===== src/rtl/dmaf_pkg.sv =====
package dmaf_pkg;

    typedef enum logic [1:0] {
        SZ_BYTE = 2'd0,
        SZ_HALF = 2'd1,
        SZ_WORD = 2'd2
    } xfer_size_e;

    // Byte count carried by a size code; code 3 behaves as a word.
    function automatic logic [2:0] size_bytes(input logic [1:0] code);
        case (code)
            SZ_BYTE: size_bytes = 3'd1;
            SZ_HALF: size_bytes = 3'd2;
            default: size_bytes = 3'd4;
        endcase
    endfunction

endpackage


===== src/rtl/dmaf_store.sv =====
module dmaf_store #(
    parameter int DATA_W  = 32,
    parameter int DEPTH_B = 16
) (
    input  logic              clk,
    input  logic              rst_n,
    input  logic              wr_go,
    input  logic [2:0]        wr_n,
    input  logic [DATA_W-1:0] wr_data,
    input  logic              rd_go,
    input  logic [2:0]        rd_n,
    output logic [DATA_W-1:0] peek_data
);
    localparam int LANES = DATA_W / 8;
    localparam int PW    = $clog2(DEPTH_B);

    typedef struct packed {
        logic [DEPTH_B-1:0][7:0] mem;
        logic [PW-1:0]           wp;
        logic [PW-1:0]           rp;
    } store_t;

    store_t st_d, st_q;

    always_comb begin
        st_d = st_q;
        if (wr_go) begin
            for (int i = 0; i < LANES; i++) begin
                if (i < int'(wr_n)) begin
                    st_d.mem[st_q.wp + PW'(i)] = wr_data[8*i +: 8];
                end
            end
            st_d.wp = st_q.wp + PW'(wr_n);
        end
        if (rd_go) begin
            st_d.rp = st_q.rp + PW'(rd_n);
        end
    end

    always_comb begin
        for (int i = 0; i < LANES; i++) begin
            peek_data[8*i +: 8] = st_q.mem[st_q.rp + PW'(i)];
        end
    end

    always_ff @(posedge clk) begin
        if (!rst_n) begin
            st_q <= '0;
        end else begin
            st_q <= st_d;
        end
    end
endmodule


===== src/rtl/dmaf_thresh.sv =====
module dmaf_thresh #(
    parameter int DEPTH_B = 16,
    parameter int LW      = $clog2(DEPTH_B + 1)
) (
    input  logic [LW-1:0] level,
    input  logic [1:0]    thr_sel,
    input  logic          direct_mode,
    output logic          thr_hit,
    output logic          full,
    output logic          empty
);
    localparam int QUART = DEPTH_B / 4;

    logic [LW-1:0] limit;

    always_comb begin
        limit = LW'((int'(thr_sel) + 1) * QUART);
        empty = (level == '0);
        if (direct_mode) begin
            full    = !empty;
            thr_hit = !empty;
        end else begin
            full    = (level == LW'(DEPTH_B));
            thr_hit = (level >= limit);
        end
    end
endmodule


===== src/rtl/dma_stage_fifo.sv =====
module dma_stage_fifo
    import dmaf_pkg::*;
#(
    parameter int WORDS  = 4,
    parameter int DATA_W = 32
) (
    input  logic                              clk,
    input  logic                              rst_n,
    input  logic                              direct_mode,
    input  logic [1:0]                        thr_sel,
    input  logic                              wr_en,
    input  logic [1:0]                        wr_size,
    input  logic [DATA_W-1:0]                 wr_data,
    input  logic                              rd_en,
    input  logic [1:0]                        rd_size,
    output logic [DATA_W-1:0]                 rd_data,
    output logic [$clog2(WORDS*DATA_W/8+1)-1:0] level,
    output logic                              full,
    output logic                              empty,
    output logic                              thr_hit,
    output logic                              fifo_err
);
    localparam int LANES   = DATA_W / 8;
    localparam int DEPTH_B = WORDS * LANES;
    localparam int LW      = $clog2(DEPTH_B + 1);

    typedef struct packed {
        logic [LW-1:0] level;
        logic          err;
    } ctl_t;

    ctl_t          ctl_d, ctl_q;
    logic [LW-1:0] wn, rn;
    logic          wr_ok, rd_ok;
    logic [DATA_W-1:0] peek;

    always_comb begin
        wn = LW'(size_bytes(wr_size));
        rn = direct_mode ? ctl_q.level : LW'(size_bytes(rd_size));
        if (direct_mode) begin
            rd_ok = rd_en && (ctl_q.level != '0);
            wr_ok = wr_en && (ctl_q.level == '0);
        end else begin
            rd_ok = rd_en && (ctl_q.level >= rn);
            wr_ok = wr_en && ((LW'(DEPTH_B) - ctl_q.level) >= wn);
        end
        ctl_d.err   = (rd_en && !rd_ok) || (wr_en && !wr_ok);
        ctl_d.level = ctl_q.level + (wr_ok ? wn : '0) - (rd_ok ? rn : '0);
    end

    always_ff @(posedge clk) begin
        if (!rst_n) begin
            ctl_q <= '0;
        end else begin
            ctl_q <= ctl_d;
        end
    end

    dmaf_store #(.DATA_W(DATA_W), .DEPTH_B(DEPTH_B)) u_store (
        .clk      (clk),
        .rst_n    (rst_n),
        .wr_go    (wr_ok),
        .wr_n     (3'(wn)),
        .wr_data  (wr_data),
        .rd_go    (rd_ok),
        .rd_n     (3'(rn)),
        .peek_data(peek)
    );

    dmaf_thresh #(.DEPTH_B(DEPTH_B), .LW(LW)) u_thr (
        .level      (ctl_q.level),
        .thr_sel    (thr_sel),
        .direct_mode(direct_mode),
        .thr_hit    (thr_hit),
        .full       (full),
        .empty      (empty)
    );

    // Present only the lanes the current read consumes.
    always_comb begin
        for (int i = 0; i < LANES; i++) begin
            rd_data[8*i +: 8] = (LW'(i) < rn) ? peek[8*i +: 8] : 8'h00;
        end
    end

    assign level    = ctl_q.level;
    assign fifo_err = ctl_q.err;
endmodule


===== config.mk =====
export PLATFORM = sky130hd
export DESIGN_NAME = dma_stage_fifo
export DESIGN_NICKNAME = d
export VERILOG_FILES = /design/src/rtl/dmaf_pkg.sv /design/src/rtl/dmaf_store.sv /design/src/rtl/dmaf_thresh.sv /design/src/rtl/dma_stage_fifo.sv
export SDC_FILE = /design/constraint.sdc
export NUM_CORES = 1
export LEC_CHECK = 0
export BUFFER_PORTS_ARGS = -buffer_cell sky130_fd_sc_hd__buf_4
export CORE_ASPECT_RATIO = 1.75
export CORE_MARGIN = 1.5
export CORE_UTILIZATION = 45
export CTS_CLUSTER_SIZE = 16
export DETAILED_ROUTE_END_ITERATION = 8
export MAX_ROUTING_LAYER = met4
export PLACE_DENSITY_LB_ADDON = 0.25
export SYNTH_ARGS = -nofsm -noshare
export SYNTH_HDL_FRONTEND = slang
export SYNTH_HIERARCHICAL = 1
export SYNTH_SLANG_ARGS = --single-unit

===== constraint.sdc =====
create_clock -name clk -period 6.5 [get_ports clk]
set_input_delay 0 -clock clk [delete_from_list [all_inputs] [get_ports clk]]
set_output_delay 0 -clock clk [all_outputs]
set_load 0.005 [all_outputs]

Word-level counts from Yosys, hierarchy flattened
Index checks and enable logic that the tools add are counted.
{"block": "word_totals", "ff_bits": 142, "input_bits": 43, "out_inout_bits": 41, "word_cells": 116}
{"block": "classes", "addsub": 12, "n_lt_le_gt_ge": 23, "eq_ne": 3, "n_mux": 40, "reduce_logical": 18}
{"cell": "2-to-1 mux 128 bit", "count": 7}
{"cell": "bitwise mux 128 bit", "count": 4}
{"cell": "binary-select mux 8 bit (select 4 bit)", "count": 4}
{"cell": "demux 8 bit (select 4 bit)", "count": 4}
{"cell": "2-to-1 mux 8 bit", "count": 12}
{"cell": "< comparator 4 x 5 -> 1 bit, second input constant", "count": 8}
{"cell": "adder 4 x 2 -> 4 bit, second input constant", "count": 4}
{"cell": "greater-or-equal comparator 4 x 1 -> 1 bit, second input constant", "count": 4}
{"cell": "one-hot mux 3 bit (2 select lines)", "count": 2}
{"cell": "greater-or-equal comparator 5 bit", "count": 2}
{"cell": "logical AND 1 bit", "count": 10}
{"cell": "< comparator 1 x 5 -> 1 bit, first input constant", "count": 2}
{"cell": "< comparator 2 x 5 -> 1 bit, first input constant", "count": 2}
{"cell": "2-to-1 mux 5 bit", "count": 2}
{"cell": "adder 4 x 1 -> 4 bit, second input constant", "count": 2}
{"cell": "adder 4 x 3 -> 4 bit", "count": 2}
{"cell": "< comparator 1 x 3 -> 1 bit, first input constant", "count": 2}
{"cell": "< comparator 2 x 3 -> 1 bit, first input constant", "count": 2}
{"cell": "adder 5 x 3 -> 5 bit", "count": 1}
{"cell": "equality test 5 bit, second input constant", "count": 1}
{"cell": "greater-or-equal comparator 5 x 3 -> 1 bit", "count": 1}
{"cell": "zero test 5 bit", "count": 1}
{"cell": "nonzero test 5 bit", "count": 1}
{"cell": "subtractor 5 bit", "count": 1}
{"cell": "8 further kinds", "count": 15}

Depth between registers and ports, before layout
Gate-level depths: netlist of run 1.
{"block": "logic_depth", "word_depth": 15, "ltp_mapped": 20}

By module
Netlist of run 1, hierarchy kept.
{"mod": "dmaf_store", "instances": 1, "cells_each": 1593, "area_per_inst_um2": 14921.8, "seq_area_each_um2": 2722.6}
{"mod": "dma_stage_fifo", "instances": 1, "cells_each": 131, "area_per_inst_um2": 1002.2, "seq_area_each_um2": 120.1}
{"mod": "dmaf_thresh", "instances": 1, "cells_each": 17, "area_per_inst_um2": 132.6, "seq_area_each_um2": 0.0}

Worst setup path before layout of run 1
Ideal clock, no wire load.
{"block": "synth_path", "path_kind": "register -> register", "startpoint": "reg ctl_q, in the netlist level[1]", "endpoint": "reg ctl_q, in the netlist level[4]", "arrival_time_ps": 3210, "slack_ps": 3175, "stages_incl_launch_ff": 17, "path_buffers": 0, "synth_period_minus_slack_ps": 3325, "cell_sequence": "dfxtp_1 > inv_1 > ha_1 > xnor2_1 > ha_1 > o21ai_0 > o211ai_1 > o22ai_1 > nor2_1 > nand2_1 > fa_1 > fa_1 > inv_1 > a21o_1 > a21oi_1 > xnor2_1 > and2_1"}
{"block": "synth_between", "elab_chain_cells": 7}
{"item": "from (decl)", "line": "dma_stage_fifo.sv:32", "text": "ctl_t ctl_d, ctl_q;"}
{"item": "from (signal assigned)", "line": "dma_stage_fifo.sv:55", "text": "ctl_q <= ctl_d;"}
{"item": "subtractor 5 bit", "line": "dma_stage_fifo.sv:45", "text": "wr_ok = wr_en && ((LW'(DEPTH_B) - ctl_q.level) >= wn);"}
{"item": "greater-or-equal comparator 5 x 3 -> 1 bit", "line": "dma_stage_fifo.sv:45"}
{"item": "logical AND 1 bit", "line": "dma_stage_fifo.sv:45"}
{"item": "2-to-1 mux 1 bit *", "line": "dma_stage_fifo.sv:40", "text": "if (direct_mode) begin"}
{"item": "named net wr_ok", "line": "dma_stage_fifo.sv:34", "text": "logic wr_ok, rd_ok;"}
{"item": "2-to-1 mux 3 bit *", "line": "dma_stage_fifo.sv:48", "text": "ctl_d.level = ctl_q.level + (wr_ok ? wn : '0) - (rd_ok ? rn : '0);"}
{"item": "adder 5 x 3 -> 5 bit *", "line": "dma_stage_fifo.sv:48"}
{"item": "subtractor 5 bit *", "line": "dma_stage_fifo.sv:48"}
The timed path passes the listed nets; every way through them passes the cells marked *.
A chain may end at the register's enable or synchronous reset.

Worst setup path after layout of run 1
{"block": "layout_path", "startpoint": "reg ctl_q, in the netlist level[0]", "endpoint": "reg u_store/st_q[122] (netlist bit)"}
{"block": "layout_between", "elab_chain_cells": 4}
{"item": "subtractor 5 bit", "line": "dma_stage_fifo.sv:45"}
{"item": "greater-or-equal comparator 5 x 3 -> 1 bit", "line": "dma_stage_fifo.sv:45"}
{"item": "logical AND 1 bit", "line": "dma_stage_fifo.sv:45"}
{"item": "2-to-1 mux 1 bit *", "line": "dma_stage_fifo.sv:40"}
{"item": "named net wr_ok", "line": "dma_stage_fifo.sv:34"}
{"item": "to (signal assigned)", "line": "dmaf_store.sv:50", "text": "st_q <= st_d;"}
{"item": "to (decl)", "line": "dmaf_store.sv:23", "text": "store_t st_d, st_q;"}
Marked as above.

==> impl_results.md, run 1 <==
* Clock sink count at 142
* Core area at 35200 sq um
* Slowest Stage Delay on Critical Path at 0.68 ns
* Detailed Route Iter0 Violations at 2757
* Switching share of total power at 51.6%
* Crit path max fanout at between 60 and 70
* I/O pins at 84
* Grt ovf at 0
* Post-CTS setup buffers at 0
* Routed vias/inst at 8.25
* Clk_lat worst skew at 0.47 ns
* Reg2reg start: level[0]
* Post-Synthesis Cells at 1741
* Initial Util at 45.6%
* GRT Total Usage at 46.7%
* Clock input transition at the sequential cells of the worst setup and hold paths at 0.07 ns
* Syn_area_per_cell at 9.22 sq um
* Global-route wire length before repair at approximately 120000 um
* R2r setup slk at between 2 and 2.5 ns
* Area of the multi-input gates at around 12000 sq um
* Crit path depth at 13
* Die area at 36900 sq um
* Worst EP arrival at 4.66 ns
* Reg-to-reg critical path endpoint: u_store/st_q[122]
* Drt total wl at 84400 um
* Startpoint Class: flip-flop
* Total of max-cap violations at 0
* Fin. Hold Viols at 0
* Die Height at around 250 um
* Fin nets at about 1.8k
* CTS tree: done
* TNS Setup at 0 ns
* Placer's final routability congestion estimate at roughly 1.1
* CTS root buf: clkbuf_16
* Filler cells at 3356
* Worst Skew at 0.00739 ns
* Residual DRC count at 0
* Sequential cell area fraction in the yosys report at 17.7%
* CP Class: reg2reg
* Htree depth at 4
* Ys async rst share at 0%
* Seq pwr share at 20.6%
* Critical Path End Type: flip-flop
* Slowest CP cell: nor2_4
* Total CTS buffers at 17
* P_sw at 3.03 mW
* Die width at about 150 um
* Type of the worst min-delay path: in2reg
* Clock power frac at 18.6%
* Final core occ at 50.1%
* Max_slew headroom at roughly 4.0%
* Post-CTS sizing at 0
* Synthesized cell area at 16100 sq um
* Largest net degree at the start of global routing at 210
* Logic pwr share at between 60% and 70%
* Register area at approximately 2800 sq um
* P_int at 2.83 mW
* CP cell instances: inv_1, ha_1, xnor2_1, ha_1, o21ai_0, o211ai_1, o22ai_1, nor2_4, inv_4, buf_12, or3_1, o221a_2, o31a_1
* Top_reg_cell synth: dfxtp_1
* Worst Setup EP: u_store/st_q[122]
* DP HPWL at 56800 um
* Initial antenna violation count at 3
* VDD IR max at 0.235 mV
* Average routed wire per standard cell at around 38 um
* EDFF count, synth at 0
* Sum of buffers and inverters on the critical path at 3
* Cell mode on critical path: ha_1
* CP required at 6.87 ns
* Post-route minimum period at approximately 4.3 ns
* Static leakage power at 6.18 nW
* Final Setup Violations at 0
* Worst-margin pin slew at 1.43 ns
* CP Launch Point: level[0]
* RSZ-0062 raised after global routing: no
* Layout cells sized above 1 at 20.8%
* Crit path max-delay family: simple AND/OR/NAND/NOR gates
* TritonRoute pass-1 iters at 8
* R2R cell count at 13
* Max frequency at between 0.2 and 0.25 GHz
* Num rows at 91
* Area growth syn-to-layout at 9.86%
* Clock buffer depth at 2
* Fin. max-slew vios at 0
* Yosys warns at 6
* Cell Pwr Density at approximately 330 nW/um^2
* Synth cell types at 69
* Port Buffer Count at 83
* Status: finished, final reports clean
* Placed insts at 2158
* Vias in the first global route at 17.5k
* Non-Filler Instances at 2202
* Syn_nets at 1818
* Via count at 18.2k
* Yosys reg bits at 142
* Final period utilization at 66.1%
* Post-route ant nets at 0
-- final cells by class --
class / count / share of cell area (%)
timing repair buffer: 132 / 5.87
clock inverter: 12 / 0.894
sequential: 142 / 16.2
clock buffer: 20 / 2.59
antenna: 4 / 0.0567
tap: 465 / 3.30
inverter: 39 / 0.844
multi-input combinational: 1388 / 70.3
-- worst min-delay path, cell delays in order --
cell,delay [ns]
buf_4,0.19
a22oi_1,0.16
a31oi_1,0.09
-- sequential cells by signal (all words and copies together) (netlist names) --
signal        count
fifo_err          1
level             5
u_store/st_q    136
-- metrics by stage --
stage | power, mW | area [sq um] | setup slack (ns) | hold slack, ns
finish | 5.86 | 17600 | 2.20 | 0.0316
global route | 6.02 | 17600 | 2.03 | 0.0394
CTS | 5.69 | 17600 | 2.34 | 0.0124
detailed placement | 4.60 | 16900 | 2.36 | 0.258
global placement | 4.56 | 16900 | 2.45 | 0.259
floorplan | 3.39 | 16100 | 3.18 | 0.0562
-- cells in the mapped netlist (7+ instances only) --
cell       number  share of area (%)
nand2b_1        8               0.31
mux2i_1       159                9.9
ha_1           29                2.3
o21a_1         13               0.61
nor2_2          8               0.31
buf_1           7               0.16
nand3_2        10               0.62
a22oi_1        14               0.65
dfxtp_1       142                 18
buf_2          36                1.1
inv_1          39               0.91
clkbuf_1      118                2.8
a211oi_1       36                1.7
xnor2_1        13               0.71
o221ai_1       32                1.7
o221a_2        11               0.77
o31a_1         81                4.4
nor2b_1        43                1.7
o21ai_0        99                3.1
a221oi_1      110                6.0
a31oi_1       118                4.6
mux4_2        126                 18
and2_1         41                1.6
buf_4           9               0.42
a22o_1         14               0.76
or3_1          14               0.55
nor3_1         11               0.34
nand2_1        74                1.7
nor2_1         98                2.3
o2bb2ai_1      67                3.7
a221o_1        35                2.2
a21oi_1        39                1.2
a21boi_1       14               0.65
-- what timing repair did --
item	4_1_cts	5_1_grt
setup endpoints to repair	0	0
hold buffers	8	0
hold endpoints to repair	19	0
-- layer usage --
layer	global-route usage [%]	share of wire [%]	vias to the layer above
met4	42.4	11	0
li1	-	-	7119
met5	-	0	-
met2	70.9	44	1674
met3	14.4	12	652
met1	48.6	32	8727
-- worst min path at each step --
stage | from | end | cells past startpoint
after floorplan | direct_mode | thr_hit | 1
after global placement | wr_en | fifo_err | 2
after detailed placement | wr_en | fifo_err | 2
after CTS | wr_data[17] | u_store/st_q[73] | 3
after global routing | wr_data[17] | u_store/st_q[73] | 3
final | wr_data[17] | u_store/st_q[89] | 3
-- power groups by stage --
stage	registers (mW)	clock network [mW]	logic, mW
5_1_grt	1.21	1.13	3.68
6_report	1.21	1.09	3.56
4_1_cts	1.19	1.10	3.41
3_5_place_dp	1.21	0	3.39
2_1_floorplan	1.10	0	2.29
3_3_place_gp	1.20	0	3.36
-- placed cells by master (no fill, tap or decap), types with 8 or more instances in the layout --
cell type and n:
a211oi_1 36, a21boi_1 14, a21oi_1 39, a221o_1 35
a221oi_1 110, a22o_1 14, a22oi_1 14, a31oi_1 118
and2_1 41, buf_4 122, clkbuf_16 17, dfxtp_1 139
dlygate4sd3_1 8, ha_1 28, inv_1 38, mux2i_1 159
mux4_2 126, nand2_1 74, nand2b_1 8, nand3_2 10
nor2_1 90, nor2_2 15, nor2b_1 43, nor3_1 9
o21a_1 13, o21ai_0 99, o221a_2 11, o221ai_1 32
o2bb2ai_1 67, o31a_1 81, or3_1 14, xnor2_1 11
-- cell families (layout without fill, tap and decap cells) --
| family | after synthesis | count (layout) | share of synthesized area (%) |
|---|---|---|---|
| DFF | 142 | 142 | 17.7 |
| AOI/OAI and AO/OA | 707 | 707 | 33.6 |
| xor gates and xnor gates | 23 | 23 | 1.44 |
| buffers and inverters | 211 | 203 | 5.52 |
| other | 0 | 4 | 0 |
| and+or+nand+nor | 338 | 338 | 11.2 |
| adders and majority gates | 34 | 34 | 2.88 |
| muxes | 286 | 286 | 27.7 |
(Power assumes the default switching activity.)
==> run 2: changes to the inputs <==
clock period = 4.16 ns   (was 6.5 ns; I/O delays follow)
==> run 2 against run 1 <==
Non-clock buffer count up 42. Clock-buffer cell count shrank 3. Combinational power rose by 56%. Hold slack better by 0.025 ns. Routed wire length shrank 1.2%. Sequential power is 57% higher. Register-to-register slack lost 1.7 ns. Final cell count is 1.9% higher. Design area increased by 1.5%. Largest cell class unchanged.
==> impl_results.md, run 2 (synthesis results as in run 1) <==
* Drt total wl at approximately 83000 um
* P_int at between 4 and 5 mW
* DP HPWL at 60500 um
* Post-route ant nets at 0
* Max frequency at ~0.27 GHz
* CTS root buf: clkbuf_16
* Initial antenna violation count at 7
* Critical Path End Type: flip-flop
* Routed vias/inst at roughly 7.9
* Fin. max-slew vios at 0
* Most flops, register: u_store/st_q
* Type of the worst min-delay path: in2reg
* Fin nets at about 1.8k
* Placer's final routability congestion estimate at 1.02
* Post-route minimum period at approximately 3.7 ns
* Via count at 17.7k
* TNS Setup at 0 ns
* Die width at 146 um
* VDD IR max at 0.436 mV
* Crit path max fanout at 9
* Most common cell after layout, fill and taps aside: buf_4
* GRT Total Usage at 46.4%
* Fin. Hold Viols at 0
* Most frequent cells in the layout: buf_4 (163), mux2i_1 (159), dfxtp_1 (139), mux4_2 (126), a31oi_1 (118)
* Largest register FFs at 136
* Total CTS buffers at 17
* Clock power frac at 17.6%
* Htree depth at 4
* Die area at 36900 sq um
* Clk_lat worst skew at approximately 0.47 ns
* I/O pins at 84
* Residual DRC count at 0
* Clock buffer depth at 2
* Switching share of total power at 51.3%
* Average routed wire per standard cell at between 30 and 40 um
* Layout cells sized above 1 at 22.4%
* Detailed Route Iter0 Violations at 2055
* CP required at 4.53 ns
* Met2 usage at 73.6%
* Status: finished, final reports clean
* Final Setup Violations at 0
* Seq pwr share at 20.9%
* CTS tree: done
* Worst EP arrival at 4.03 ns
* Cell Pwr Density at roughly 500 nW/um^2
* Clock input transition at the sequential cells of the worst setup and hold paths at approximately 0.080 ns
* Static leakage power at 6.36 nW
* Global route hottest layer: met2
* Vias in the first global route at between 15k and 20k
* P_sw at about 4.7 mW
* Worst-margin pin slew at 1.24 ns
* Logic pwr share at 61.5%
* Largest net degree at the start of global routing at 233
* Final period utilization at between 80 and 90%
* CP Class: reg2reg
* TritonRoute pass-1 iters at 6
* Grt ovf at 0
* Startpoint Class: flip-flop
* Area growth syn-to-layout at 11.5%
* M1 GR Usage at about half
* Worst hold slack at 0.0571 ns
* Core area at ~35000 sq um
* Total of max-cap violations at 0
* Num rows at 91
* Max_slew headroom at 17.0%
* Initial Util at 45.6%
* Global Route met3 Usage at under 10%
* Global-route wire length before repair at 120000 um
* Post-CTS sizing at 0
* Filler cells at 3335
* Worst Skew at 0.0172 ns
* RSZ-0062 raised after global routing: no
* Die Height at 253 um
* Clock sink count at 142
* Port Buffer Count at 83
[run 2: cell types whose count changed in the layout (fill, tap and decap cells not counted), moves of 2 or more]
cell,previous run,this run
nor2_1,90,93
inv_6,3,6
buf_4,122,163
nor2_2,15,12
nor3_2,2,0
inv_8,0,2
nor3_1,9,11
clkbuf_8,2,0
clkinvlp_4,3,5
bufinv_16,3,1
[run 2: metal layers]
layer  part of all wire, %  wire [um]
met4                   9.4       7850
met1                    34      28400
met5                     0          0
met3                    10       8550
met2                    46      38600
[run 2: area by class of cell]
type                       instances  area [sq um]  share of cell area, %
multi-input combinational       1388         12400                   69.1
sequential                       142          2850                   15.9
inverter                          39           149                  0.832
timing repair buffer             174          1360                   7.62
tap                              465           582                   3.25
antenna                            3          7.51                 0.0419
clock buffer                      17           425                   2.38
clock inverter                    15           148                  0.825
[run 2: timing repair]
| action | CTS | global route |
|---|---|---|
| endpoints found under the hold margin | 18 | 0 |
| hold buffers | 8 | 0 |
| setup buffers | 0 | 0 |
[run 2: critical path, cell delays in order, from the launching register on]
cell	delay, ns
dfxtp_1	0.50
inv_1	0.15
ha_1	0.23
xnor2_1	0.13
ha_1	0.27
o21ai_0	0.07
o211ai_1	0.19
o22ai_1	0.15
nor2_4	0.27
nand2_1	0.11
fa_1	0.50
fa_1	0.47
inv_1	0.07
a21o_1	0.10
a21oi_1	0.07
xnor2_1	0.12
and2_1	0.15
[run 2: stage by stage]
stage	total power, mW	area (sq um)	instances	utilization, %	worst slack, ns
final	9.07	17900	2243	50.9	0.500
after CTS	8.88	17900	2240	50.9	0.475
after detailed placement	7.29	17200	2200	49.0	0.496
after floorplan	5.29	16100	1741	-	0.835
after global routing	9.38	17900	2243	50.9	0.268
after global placement	7.23	17200	2200	49.0	0.551
[run 2: final timing paths]
check | start | to | slack [ns] | cells after the start
setup / recovery | level[1] | level[4] | 0.50 | 16
hold / removal | wr_data[17] | u_store/st_q[89] | 0.06 | 3
setup reg to reg | level[1] | level[4] | 0.50 | 16
hold reg to reg | u_store/st_q[5] | u_store/st_q[5] | 0.61 | 1
[run 2: power by group through the flow]
stage | combinational [mW] | sequential [mW] | clock [mW]
after global placement | 5.35 | 1.88 | 0
after detailed placement | 5.39 | 1.90 | 0
after floorplan | 3.58 | 1.71 | 0
after CTS | 5.41 | 1.86 | 1.61
final | 5.57 | 1.90 | 1.59
after global routing | 5.83 | 1.90 | 1.65
